`src/rtl/rte_pkg.sv`:
```
package rte_pkg;
  localparam int          PRN_W    = 16;
  localparam logic [15:0] PRN_SEED = 16'hACE1;

  // Left-shifting feedback register, taps at 16,14,13,11
  function automatic logic [PRN_W-1:0] prn_step(input logic [PRN_W-1:0] s);
    return {s[PRN_W-2:0], s[15] ^ s[13] ^ s[12] ^ s[10]};
  endfunction
endpackage

```
`src/rtl/rte_therm_dec.sv`:
```
module rte_therm_dec #(
  parameter int BIN_W = 4,
  localparam int LINES = 1 << BIN_W
) (
  input  logic [BIN_W-1:0] bin_i,
  output logic [LINES-1:0] therm_o
);
  // Line k is high when the binary value is at least k
  for (genvar k = 0; k < LINES; k++) begin : g_line
    localparam logic [BIN_W:0] KV = (BIN_W+1)'(k);
    assign therm_o[k] = ({1'b0, bin_i} >= KV);
  end
endmodule

```
`src/rtl/rte_elem_matrix.sv`:
```
module rte_elem_matrix #(
  parameter int LINES = 16,
  localparam int ELEMS = LINES * LINES
) (
  input  logic [LINES-1:0] row_t_i,
  input  logic [LINES-1:0] col_t_i,
  output logic [ELEMS-1:0] elem_o
);
  logic [LINES-1:0] row_full;
  logic [LINES-1:0] row_edge;
  logic [LINES-1:0] col_below;

  for (genvar r = 0; r < LINES; r++) begin : g_row
    if (r == LINES - 1) begin : g_top
      assign row_full[r]  = 1'b0;
      assign col_below[r] = 1'b0;
    end else begin : g_mid
      assign row_full[r]  = row_t_i[r+1];
      assign col_below[r] = col_t_i[r+1];
    end
    assign row_edge[r] = row_t_i[r] & ~row_full[r];
  end

  for (genvar r = 0; r < LINES; r++) begin : g_r
    for (genvar c = 0; c < LINES; c++) begin : g_c
      assign elem_o[r*LINES + c] = row_full[r] | (row_edge[r] & col_below[c]);
    end
  end
endmodule

```
`src/rtl/rte_rot_mux.sv`:
```
module rte_rot_mux #(
  parameter int SEL_W = 3,
  localparam int N = 1 << SEL_W
) (
  input  logic [N-1:0]     d_i,
  input  logic [SEL_W-1:0] sel_i,
  output logic [N-1:0]     q_o
);
  logic [SEL_W-1:0] idx;

  always_comb begin
    idx = '0;
    q_o = '0;
    for (int i = 0; i < N; i++) begin
      idx    = SEL_W'(i) + sel_i;
      q_o[i] = d_i[idx];
    end
  end
endmodule

```
`src/rtl/rte_prn_gen.sv`:
```
module rte_prn_gen
  import rte_pkg::*;
#(
  parameter int SEL_W = 3
) (
  input  logic             clk,
  input  logic             rst_n,
  output logic [SEL_W-1:0] sel_o
);
  logic [PRN_W-1:0] state_q, state_d;
  logic             run_q;

  always_comb begin
    state_d = prn_step(state_q);
  end

  always_ff @(posedge clk or negedge rst_n) begin
    if (!rst_n) begin
      state_q <= PRN_SEED;
      run_q   <= 1'b0;
    end else begin
      state_q <= state_d;
      run_q   <= 1'b1;
    end
  end

  assign sel_o = state_q[SEL_W-1:0];

  AST_PRN_NONZERO: assert property (@(posedge clk) disable iff (!rst_n)
    state_q != '0);
  AST_PRN_MOVES: assert property (@(posedge clk) disable iff (!rst_n)
    run_q |-> state_q != $past(state_q));
endmodule

```
`src/rtl/rand_therm_enc.sv`:
```
module rand_therm_enc #(
  parameter int HALF_W = 4,
  parameter int LSB_W  = 4,
  parameter int SEL_W  = 3,
  localparam int MSB_W  = 2 * HALF_W,
  localparam int SMP_W  = MSB_W + LSB_W,
  localparam int LINES  = 1 << HALF_W,
  localparam int ELEMS  = LINES * LINES,
  localparam int GRP_N  = 1 << SEL_W,
  localparam int GROUPS = ELEMS / GRP_N
) (
  input  logic             clk,
  input  logic             rst_n,
  input  logic [SMP_W-1:0] sample_i,
  output logic [ELEMS-1:0] msb_en_p_o,
  output logic [ELEMS-1:0] msb_en_n_o,
  output logic [LSB_W-1:0] lsb_p_o,
  output logic [LSB_W-1:0] lsb_n_o
);
  // Reset: asserted asynchronously, released on the second edge
  logic [1:0] rst_sync_q;
  logic       rst_int_n;

  always_ff @(posedge clk or negedge rst_n) begin
    if (!rst_n) rst_sync_q <= 2'b00;
    else        rst_sync_q <= {rst_sync_q[0], 1'b1};
  end
  assign rst_int_n = rst_sync_q[1];

  // Stage 1: row/column thermometer decode
  logic [LINES-1:0] row_d, col_d, row_q, col_q;
  logic [LSB_W-1:0] lsb_d, lsb_q;

  rte_therm_dec #(.BIN_W(HALF_W)) u_row_dec (
    .bin_i   (sample_i[SMP_W-1 -: HALF_W]),
    .therm_o (row_d)
  );
  rte_therm_dec #(.BIN_W(HALF_W)) u_col_dec (
    .bin_i   (sample_i[LSB_W +: HALF_W]),
    .therm_o (col_d)
  );
  assign lsb_d = sample_i[LSB_W-1:0];

  always_ff @(posedge clk or negedge rst_int_n) begin
    if (!rst_int_n) begin
      row_q <= '0;
      col_q <= '0;
      lsb_q <= '0;
    end else begin
      row_q <= row_d;
      col_q <= col_d;
      lsb_q <= lsb_d;
    end
  end

  // Stage 2: element map, shared rotation, complementary output
  logic [ELEMS-1:0] elem, scr;
  logic [SEL_W-1:0] sel;

  rte_elem_matrix #(.LINES(LINES)) u_matrix (
    .row_t_i (row_q),
    .col_t_i (col_q),
    .elem_o  (elem)
  );

  rte_prn_gen #(.SEL_W(SEL_W)) u_prn (
    .clk   (clk),
    .rst_n (rst_int_n),
    .sel_o (sel)
  );

  for (genvar g = 0; g < GROUPS; g++) begin : g_grp
    rte_rot_mux #(.SEL_W(SEL_W)) u_rot (
      .d_i   (elem[g*GRP_N +: GRP_N]),
      .sel_i (sel),
      .q_o   (scr[g*GRP_N +: GRP_N])
    );
  end

  logic [ELEMS-1:0] msb_p_d, msb_n_d, msb_p_q, msb_n_q;
  logic [LSB_W-1:0] lsb_p_d, lsb_n_d, lsb_p_q, lsb_n_q;

  always_comb begin
    msb_p_d = scr;
    msb_n_d = ~scr;
    lsb_p_d = lsb_q;
    lsb_n_d = ~lsb_q;
  end

  always_ff @(posedge clk or negedge rst_int_n) begin
    if (!rst_int_n) begin
      msb_p_q <= '0;
      msb_n_q <= '1;
      lsb_p_q <= '0;
      lsb_n_q <= '1;
    end else begin
      msb_p_q <= msb_p_d;
      msb_n_q <= msb_n_d;
      lsb_p_q <= lsb_p_d;
      lsb_n_q <= lsb_n_d;
    end
  end

  assign msb_en_p_o = msb_p_q;
  assign msb_en_n_o = msb_n_q;
  assign lsb_p_o    = lsb_p_q;
  assign lsb_n_o    = lsb_n_q;

  // Checker-only fill counter: edges since internal reset release
  logic [1:0] chk_fill_q;
  always_ff @(posedge clk or negedge rst_int_n) begin
    if (!rst_int_n)              chk_fill_q <= '0;
    else if (chk_fill_q != 2'd3) chk_fill_q <= chk_fill_q + 2'd1;
  end

  AST_THERM_SHAPE: assert property (@(posedge clk) disable iff (!rst_int_n)
    (((row_q >> 1) & ~row_q) == '0) && (((col_q >> 1) & ~col_q) == '0));
  AST_MSB_COUNT: assert property (@(posedge clk) disable iff (!rst_int_n)
    (chk_fill_q == 2'd3) |->
      ($countones(msb_p_q) == int'($past(sample_i[SMP_W-1:LSB_W], 2))));
  AST_LSB_DELAY: assert property (@(posedge clk) disable iff (!rst_int_n)
    (chk_fill_q == 2'd3) |-> (lsb_p_q == $past(sample_i[LSB_W-1:0], 2)));
  AST_ROT_KEEPS_COUNT: assert property (@(posedge clk) disable iff (!rst_int_n)
    (chk_fill_q != 2'd0) |-> ($countones(msb_p_q) == $past($countones(elem))));
endmodule

```
`config.mk`:
```
export PLATFORM = sky130hd
export DESIGN_NAME = rand_therm_enc
export DESIGN_NICKNAME = d
export VERILOG_FILES = /design/src/rtl/rte_pkg.sv /design/src/rtl/rte_therm_dec.sv /design/src/rtl/rte_elem_matrix.sv /design/src/rtl/rte_rot_mux.sv /design/src/rtl/rte_prn_gen.sv /design/src/rtl/rand_therm_enc.sv
export SDC_FILE = /design/constraint.sdc
export NUM_CORES = 1
export LEC_CHECK = 0
export BUFFER_PORTS_ARGS = -buffer_cell sky130_fd_sc_hd__buf_2
export CORE_MARGIN = 2
export CORE_UTILIZATION = 44
export DETAILED_ROUTE_END_ITERATION = 8
export HOLD_SLACK_MARGIN = 0.08
export MAX_ROUTING_LAYER = met4
export PLACE_DENSITY = 0.69
export SYNTH_ARGS = -nofsm -noshare
export SYNTH_HDL_FRONTEND = slang
export SYNTH_SLANG_ARGS = --single-unit
```
`constraint.sdc`:
```
create_clock -name clk -period 21.4 [get_ports clk]
set_input_delay 1.07 -clock clk [delete_from_list [all_inputs] [get_ports clk]]
set_output_delay 1.07 -clock clk [all_outputs]
set_load 0.05 [all_outputs]
```
==> results.md, run 1 <==
Global routing:
- Global routing consumed, on the met1 layer, 31.90% of the routing resources.
- The global-route met2 utilization is 38.75%.
- In this run the most used layer during global routing was met2.
- The number of global-route vias before repair was 12760.
- The sum of overflow across all layers after global routing is 0.
- In the global route stage, overall resource usage came out at 24.55%.
- The number of antenna violations at the first check in global routing came to 1.
- The met3 capacity usage during global routing is 5.707%.
- The first global-routing pass estimated 79980 µm of wire.
- The maximum number of pins on one net before global-route repair is 183.

Setup path:
- The critical path in this run is classified as flop to flop.
- In this design, the largest share of critical-path delay is due to simple AND/OR/NAND/NOR gates.
- For the worst flop-to-flop path, the logic depth is 7.
- The top fanout value on the critical path is 37.
- STA classifies the critical path endpoint as a flop.
- The endpoint of the most critical register-to-register path is msb_en_n_o[147]$_DFF_PN1_.
- For this design, the slowest cell found on the critical path is ha_1.
- The total buffers and inverters traversed by the critical path is 2.
- STA puts the critical path data arrival time at 4350 ps.
- The critical path required time is 21860 ps.
- STA classifies the critical path startpoint as a flop.
- The highest cell delay on the worst timing path is 960 ps.
- The register-to-register path setup slack is 17510 ps.
- The launching point of the worst reg2reg path is u_prn.state_q[0]$_DFF_PN1_.
- The signal on the critical path passes through inv_1 > ha_1 > or3b_2 > mux2i_1 > nor4_4 > buf_4 > a21oi_1.

Route:
- The final layout contains routed wiring with a total length of 55320 µm.
- The overall via count from detail_route is 12390.
- The initial detailed-routing violation count is 968.
- The number of nets with antenna violations after detailed routing is 0.
- For this run, design rule violations remaining after detail routing come to 0.
- The detail-routed net length per standard cell is 22.51 µm.
- The count of TritonRoute iterations in the first routing pass is 5.
- The via density per instance is 5.040.

Yosys:
- The average footprint of a synthesized cell is 14.21 µm².
- After Yosys synthesis, and, or, nand and nor cells account for 2.037% of the synthesized area.
- The most common cell in the synthesized netlist is dfrtp_1.
- Synthesis produced 1353 cells.
- The share of the synthesized area in compound gates (AO/OA/AOI/OAI) is 11.82%.
- The synthesis-stage register bit count is 573.
- The synthesized design devotes to its leading area cell type 39.70% of total area.
- dfrtp_1 takes more of the synthesized area than any other cell.
- The yosys synthesis warning count is 0.
- The combinational family with the most area after synthesis is compound AO/OA/AOI/OAI gates.
- In this run, synthesis inferred 0 flip-flops with an integrated enable.
- For this run, asynchronously set or reset flops after synthesis account for 100.0%.
- The predominant post-synthesis flop cell is dfrtp_1.
- The area share of fa/ha/maj cells after synthesis is 0.1301%.
- The netlist uses 39 different library cells.
- Sequential elements use 76.32% of the synthesized area.
- By count the netlist is led by dfrtp_1 (305), dfstp_2 (268), a21oi_1 (233).
- After synthesis, the cell types taking the most area are dfrtp_1 (40%), dfstp_2 (37%), a21oi_1 (6.1%), a21o_1 (4.8%), clkbuf_1 (2.0%).
- The multiplexer share of the synthesized area is 3.800%.
- The synthesized cell area is 19230 µm².
- The post-synthesis share of cell area spent on xor and xnor gates is 0.5076%.

Power and ir drop:
- The power consumption is 2.547 mW.
- The fraction of power consumed by the clock network is 38.1%.
- The combinational share of power is 14.4%.
- The net switching component of the power is 0.7465 mW.
- In this run, flip-flops and latches consume 47.5% of the power.
- For this design the static power due to leakage is 11.52 nW.
- The cell-internal power is 1.801 mW.
- Of the total power, the share spent switching nets is 29.31%.
- Across the VDD grid, the largest voltage drop is 0.00007374 V.
- For this design the ratio of total power to cell area is 105.6 nW/µm².

Cells and area:
- For this run, the post-layout net count is 1845.
- Across the whole layout, storage elements account for 14700 µm².
- In the final layout, the share of cells above drive strength 1 is 54.08%.
- The synthesis-to-finish area growth is 25.41%.
- The area taken by multi-input logic gates is 3552 µm².
- The diode insertion count for antenna repair is 0.
- The number of filler instances in the final layout is 3513.
- After routing the design area is 24110 µm².
- The post-route core utilization is 55.97%.

Clock tree:
- The clock tree synthesis step divided the H-tree into 2 levels.
- The clock net in this run drives a total of 573 sinks.
- CTS placed an instance of clkbuf_16 at the clock tree root.
- TritonCTS built the clock tree.
- The buffer depth of the longest clock path is 3.
- The total clock buffers created by CTS is 54.
- The clock reaches the later pin of the worst-skew pair after 590 ps.
- The post-cts hold buffer count is 0.
- The count of buffers added by post-CTS timing repair for setup is 0.
- The number of cells upsized or downsized after cts is 0.
- The clock slew seen by the registers of the worst setup and hold paths is 70 ps.

Floorplan:
- 534 I/O pins were placed.
- The die is 213.0 µm wide.
- The count of standard-cell rows is 76.
- The area inside the core boundary is 43080 µm².
- The die is 213.0 µm tall.
- Once the floorplan was initialized, standard cells occupied 44.64% of the core.
- The area of the die is 45390 µm².

Timing:
- The worst hold slack is 267.7 ps.
- The final setup TNS is 0 ps.
- Static timing analysis puts the maximum clock frequency at 0.2569 GHz.
- The clock period could shrink to 3892 ps.
- The transition time of the tightest slew-check pin is 1204 ps.
- The number of hold violations in the final report came to 0.
- Between clock sinks in the finished design, the worst skew comes to 21.53 ps.
- The worst slew margin relative to its limit is 19.73%.
- After layout, the worst path uses 18.19% of the clock period.
- The count of final max-slew check failures is 0.
- Setup violations remaining at the end of the flow were counted as 0.
- Setup repair after global routing left no endpoint under its margin.

Placement:
- The total placed instance area is 22290 µm².
- During placement, the flow inserted port buffers numbering 533.
- The placer congestion estimate is 0.8279.
- The half-perimeter wire length after placement is 34900 µm.

Worst hold path:
- The path class of the tightest hold or removal check is input port to async pin.

Outcome:
- The flow ran to the end, and the final reports show no timing, DRC or antenna violations.

Job:
- The tool flagged a number of max-cap violations equal to 0.
power by group through the flow:
| stage | clock (mW) | combinational, mW | sequential, mW |
|---|---|---|---|
| CTS | 0.986 | 0.368 | 1.21 |
| detailed placement | 0 | 0.368 | 1.23 |
| global placement | 0 | 0.363 | 1.23 |
| floorplan | 0 | 0.0660 | 1.43 |
| finish | 0.971 | 0.366 | 1.21 |
| global route | 1.03 | 0.383 | 1.22 |
logic make-up (layout without fill, tap and decap cells):
group,count (synthesis),after routing
compound gates,380,380
xor+xnor,6,6
fa+ha+maj,2,2
buf+inv,265,784
flops,573,573
mux,56,56
other cells,1,2
simple gates,70,70
layout by cell type (no fill, tap or decap), types with 15 or more instances in the layout:
cell type	synthesis	routed
nand2_1	21	21
dfstp_2	268	268
inv_1	93	93
inv_2	45	45
buf_2	18	533
clkbuf_8	0	16
mux2_2	16	16
mux2i_1	28	28
a21o_1	122	122
clkbuf_1	105	15
clkbuf_16	0	54
dfrtp_1	305	290
a21oi_1	233	233
through the flow:
stage	setup slack [ps]	cells
2_1_floorplan	4715	1354
3_3_place_gp	17710	2358
3_5_place_dp	17500	2358
4_1_cts	17490	2458
5_1_grt	17170	2458
6_report	17510	2458
routing by layer:
metal  routed length, µm  vias to the layer above
met5                   0                        -
met4                1387                        0
met3                3901                       92
met2               27000                      490
met1               23030                     6479
li1                    -                     5328
sequential cells by signal, summed over array words and instances (netlist names), 4 cells and up:
register	count
col_q	16
lsb_n_o	4
lsb_p_d	4
lsb_p_o	4
msb_en_n_o	256
msb_en_p_o	256
row_q	15
u_prn.state_q	16
worst max path at each step:
stage	start	endpoint	slack, ps	cells after the start
2_1_floorplan	rst_sync_q[1]$_DFF_PN0_	col_q[0]$_DFF_PN0_	4710	0
5_1_grt	u_prn.state_q[0]$_DFF_PN1_	msb_en_n_o[147]$_DFF_PN1_	17170	7
3_3_place_gp	u_prn.state_q[0]$_DFF_PN1_	msb_en_n_o[131]$_DFF_PN1_	17710	7
3_5_place_dp	u_prn.state_q[0]$_DFF_PN1_	msb_en_n_o[147]$_DFF_PN1_	17500	7
6_report	u_prn.state_q[0]$_DFF_PN1_	msb_en_n_o[147]$_DFF_PN1_	17510	7
4_1_cts	u_prn.state_q[0]$_DFF_PN1_	msb_en_n_o[147]$_DFF_PN1_	17490	7
cell type report:
cell class,instances,share of cell area [%]
repair buffers,546,11.57
multi-input cells,516,14.73
clock buffers,85,6.751
flip-flops and latches,573,60.95
well taps,585,3.036
clock inverters,15,0.8147
inverters,138,2.148
Note: power is estimated with default switching activity, not from simulation.
==> run 2: changes to the inputs <==
- clock period: 21.4 -> 3.6 ns (I/O delays scaled with it)
==> results.md, run 2 (synthesis gave the netlist of run 1 again) <==
Route:
- Dividing the detail-routed via count by the number of cells gives 5.036.
- The total met3 wirelength after detailed routing is 4508 µm.
- For this block, the initial DRC count from the detailed router was 772.
- The routed metal-1 wire length is 21940 µm.
- The met2 wire length is 27370 µm.
- In this run the remaining antenna-violating nets after routing total 0.
- In the routed design, unresolved DRC markers number 0.
- The detail-routed net length per standard cell is 22.14 µm.
- The aggregate routed wire length is 55190 µm.
- The routed layout has 12560 vias.
- Routed signal wires occupy layers up through met4.
- The first detailed-routing pass took 5 iterations.

Timing:
- The count of final max-slew check failures is 0.
- The number of endpoints failing setup at the final stage is 0.
- The setup skew after layout is 17.47 ps.
- The number of hold violations in the final report is 0.
- Setup repair after global routing left no endpoint under its margin.
- The highest achievable clock rate is 0.3288 GHz.
- Headroom to the max-slew limit came out at 20.16%.
- Subtracting the final worst setup slack from the clock period gives 3041 ps.
- Dividing the final minimum period by the clock period gives 84.47%.
- The transition time of the tightest slew-check pin is 1198 ps.

Global routing:
- The maximum number of pins on one net before global-route repair is 85.
- For this run, the total global-route usage over all layers was measured as 24.58%.
- The number of antenna violations at the first check in global routing is 0.
- The number of global-route vias before repair is 12970.
- The first global-routing pass estimated 80120 µm of wire.
- The sum of overflow across all layers after global routing is 0.

Cells and area:
- For this run, the share of the core covered by cells in the final layout is 56.88%.
- The area growth from synthesis to layout is 27.42%.
- The post-route standard cell area excluding fillers is 24500 µm².
- In the final layout, the share of cells above drive strength 1 is 53.88%.
- The most common library cell in the layout ignoring fill and taps is buf_2.
- The number of antenna diodes in the final layout is 0.
- After the last flow step, the layout net total stands at 1879.
- The library cells used most frequently in the layout, excluding fill and tap cells, are buf_2 (533), dfrtp_1 (291), dfstp_2 (268), a21oi_1 (233), a21o_1 (122).

Setup path:
- In this design, the largest share of critical-path delay is due to adder cells.
- STA classifies the critical path endpoint as a flop.
- Together, buffers and inverters on the worst path number 2.
- The critical path goes through inv_1 > ha_1 > or3b_2 > mux2i_1 > nor4_4 > buf_4 > a21o_1.
- The arrival time reported for the critical path endpoint is 3510 ps.
- The start-to-end type of the worst setup path is flop to flop.
- For the worst setup path, the data required time is 4060 ps.
- The worst setup path is launched from a flop.
- The largest single stage delay on the critical path is 740 ps.
- In this run the worst path has a maximum fanout of 30.
- For this design, the slowest cell found on the critical path is ha_1.

Clock tree:
- For this design, the CTS-stage hold fixing added 18 buffers.
- The clock tree synthesis step divided the H-tree into 2 levels.
- TritonCTS built the clock tree.
- The count of buffers added by post-CTS timing repair for setup is 0.
- The number of sinks on the clock net is 573.
- The total clock buffers created by CTS is 55.
- In this run the deepest clock path goes through 3 buffers.
- The tree is rooted in a clkbuf_16.
- The clock latency on the worst-skew pair is 580 ps.
- Clock-pin slew was measured on the worst setup and hold paths at 60 ps.
- The number of cells upsized or downsized after cts is 0.

Placement:
- Detailed placement ended at an HPWL of 35650 µm.
- The placer congestion estimate is 0.8318.
- The total placed instance area is 22420 µm².
- Buffers placed on the I/O ports in this run total 533.

Power and ir drop:
- The worst vdd rail ir drop is 0.0004442 V.
- The total leakage power is 11.70 nW.
- For this design the ratio of total power to cell area is 626.9 nW/µm².
- The design draws 15.36 mW.

Floorplan:
- The die width is 213.0 µm.
- The count of standard-cell rows is 76.
- The die is 213.0 µm tall.
- The area of the die is 45390 µm².
- The floorplan step defined a core boundary enclosing 43080 µm².
- The I/O pin count is 534.
- The starting density of the core is 44.64%.

Outcome:
- The run finished with clean final reports.

Job:
- The count of maximum capacitance violations is 0.

Worst hold path:
- The min-delay analysis places its worst path in the category input port to flop.
## run 2: cell types whose count changed in the layout (fill, tap and decap cells not counted)
| cell | change |
|---|---|
| bufinv_16 | +2 |
| dfrtp_2 | -1 |
| dfrtp_1 | +1 |
| inv_6 | +2 |
| buf_4 | +13 |
| clkinvlp_4 | +1 |
| clkbuf_16 | +2 |
| clkinv_8 | -1 |
| buf_12 | +2 |
| clkbuf_1 | +1 |
| clkinv_2 | -2 |
| clkbuf_8 | -3 |
| dlygate4sd3_1 | +18 |
## run 2: cell type report
cell class              instances  area, µm²
flip-flops and latches        573      14690
inverters                     138      518.0
clock inverters                17      255.2
well taps                     585      732.0
multi-input cells             516       3552
repair buffers                579       3108
clock buffers                  85       1640
fillers                      3464      18580
## run 2: path summary, 6_finish.rpt
path | endpoint | start | depth (start not counted) | slack (ps)
worst max-delay path | msb_en_p_o[211]$_DFF_PN0_ | u_prn.state_q[1]$_DFF_PN0_ | 7 | 560
worst min-delay path | lsb_p_d[1]$_DFF_PN0_ | sample_i[1] | 2 | 240
worst max register to register | msb_en_p_o[211]$_DFF_PN0_ | u_prn.state_q[1]$_DFF_PN0_ | 7 | 560
worst min register to register | rst_sync_q[1]$_DFF_PN0_ | rst_sync_q[0]$_DFF_PN0_ | 0 | 350
max in group asynchronous | msb_en_n_o[70]$_DFF_PN1_ | rst_sync_q[1]$_DFF_PN0_ | 1 | 2120
min in group asynchronous | msb_en_p_o[39]$_DFF_PN0_ | rst_sync_q[1]$_DFF_PN0_ | 0 | 450
## run 2: report_power, final
group	internal (mW)	leakage (nW)	switching [mW]
registers	6.92	6.25	0.268
clock network	3.57	0.925	2.40
logic	0.415	4.53	1.79
total	10.9	11.7	4.45
## run 2: per-stage QoR
step           setup slack, ps  setup TNS [ps]  hold slack [ps]  std cells
4_1_cts                  566.1               0            196.4       2493
6_report                 559.0               0            238.2       2493
5_1_grt                  411.2               0            231.8       2493
3_3_place_gp             762.1               0           -31.44       2373
2_1_floorplan            -1816         -660660           -115.6       1354
3_5_place_dp             573.5               0           -28.23       2373
## run 2: worst reg2reg max path: stages, from the launching register on
cell and delay [ps]:
dfrtp_1 550, inv_1 190, ha_1 740, or3b_2 530, mux2i_1 290, nor4_4 70, buf_4 290, a21o_1 270
## run 2: layer usage
metal,global-route usage [%],vias to the layer above
met5,-,-
met3,6.089,94
met4,7.451,0
met2,39.50,517
met1,30.99,6550
li1,-,5394
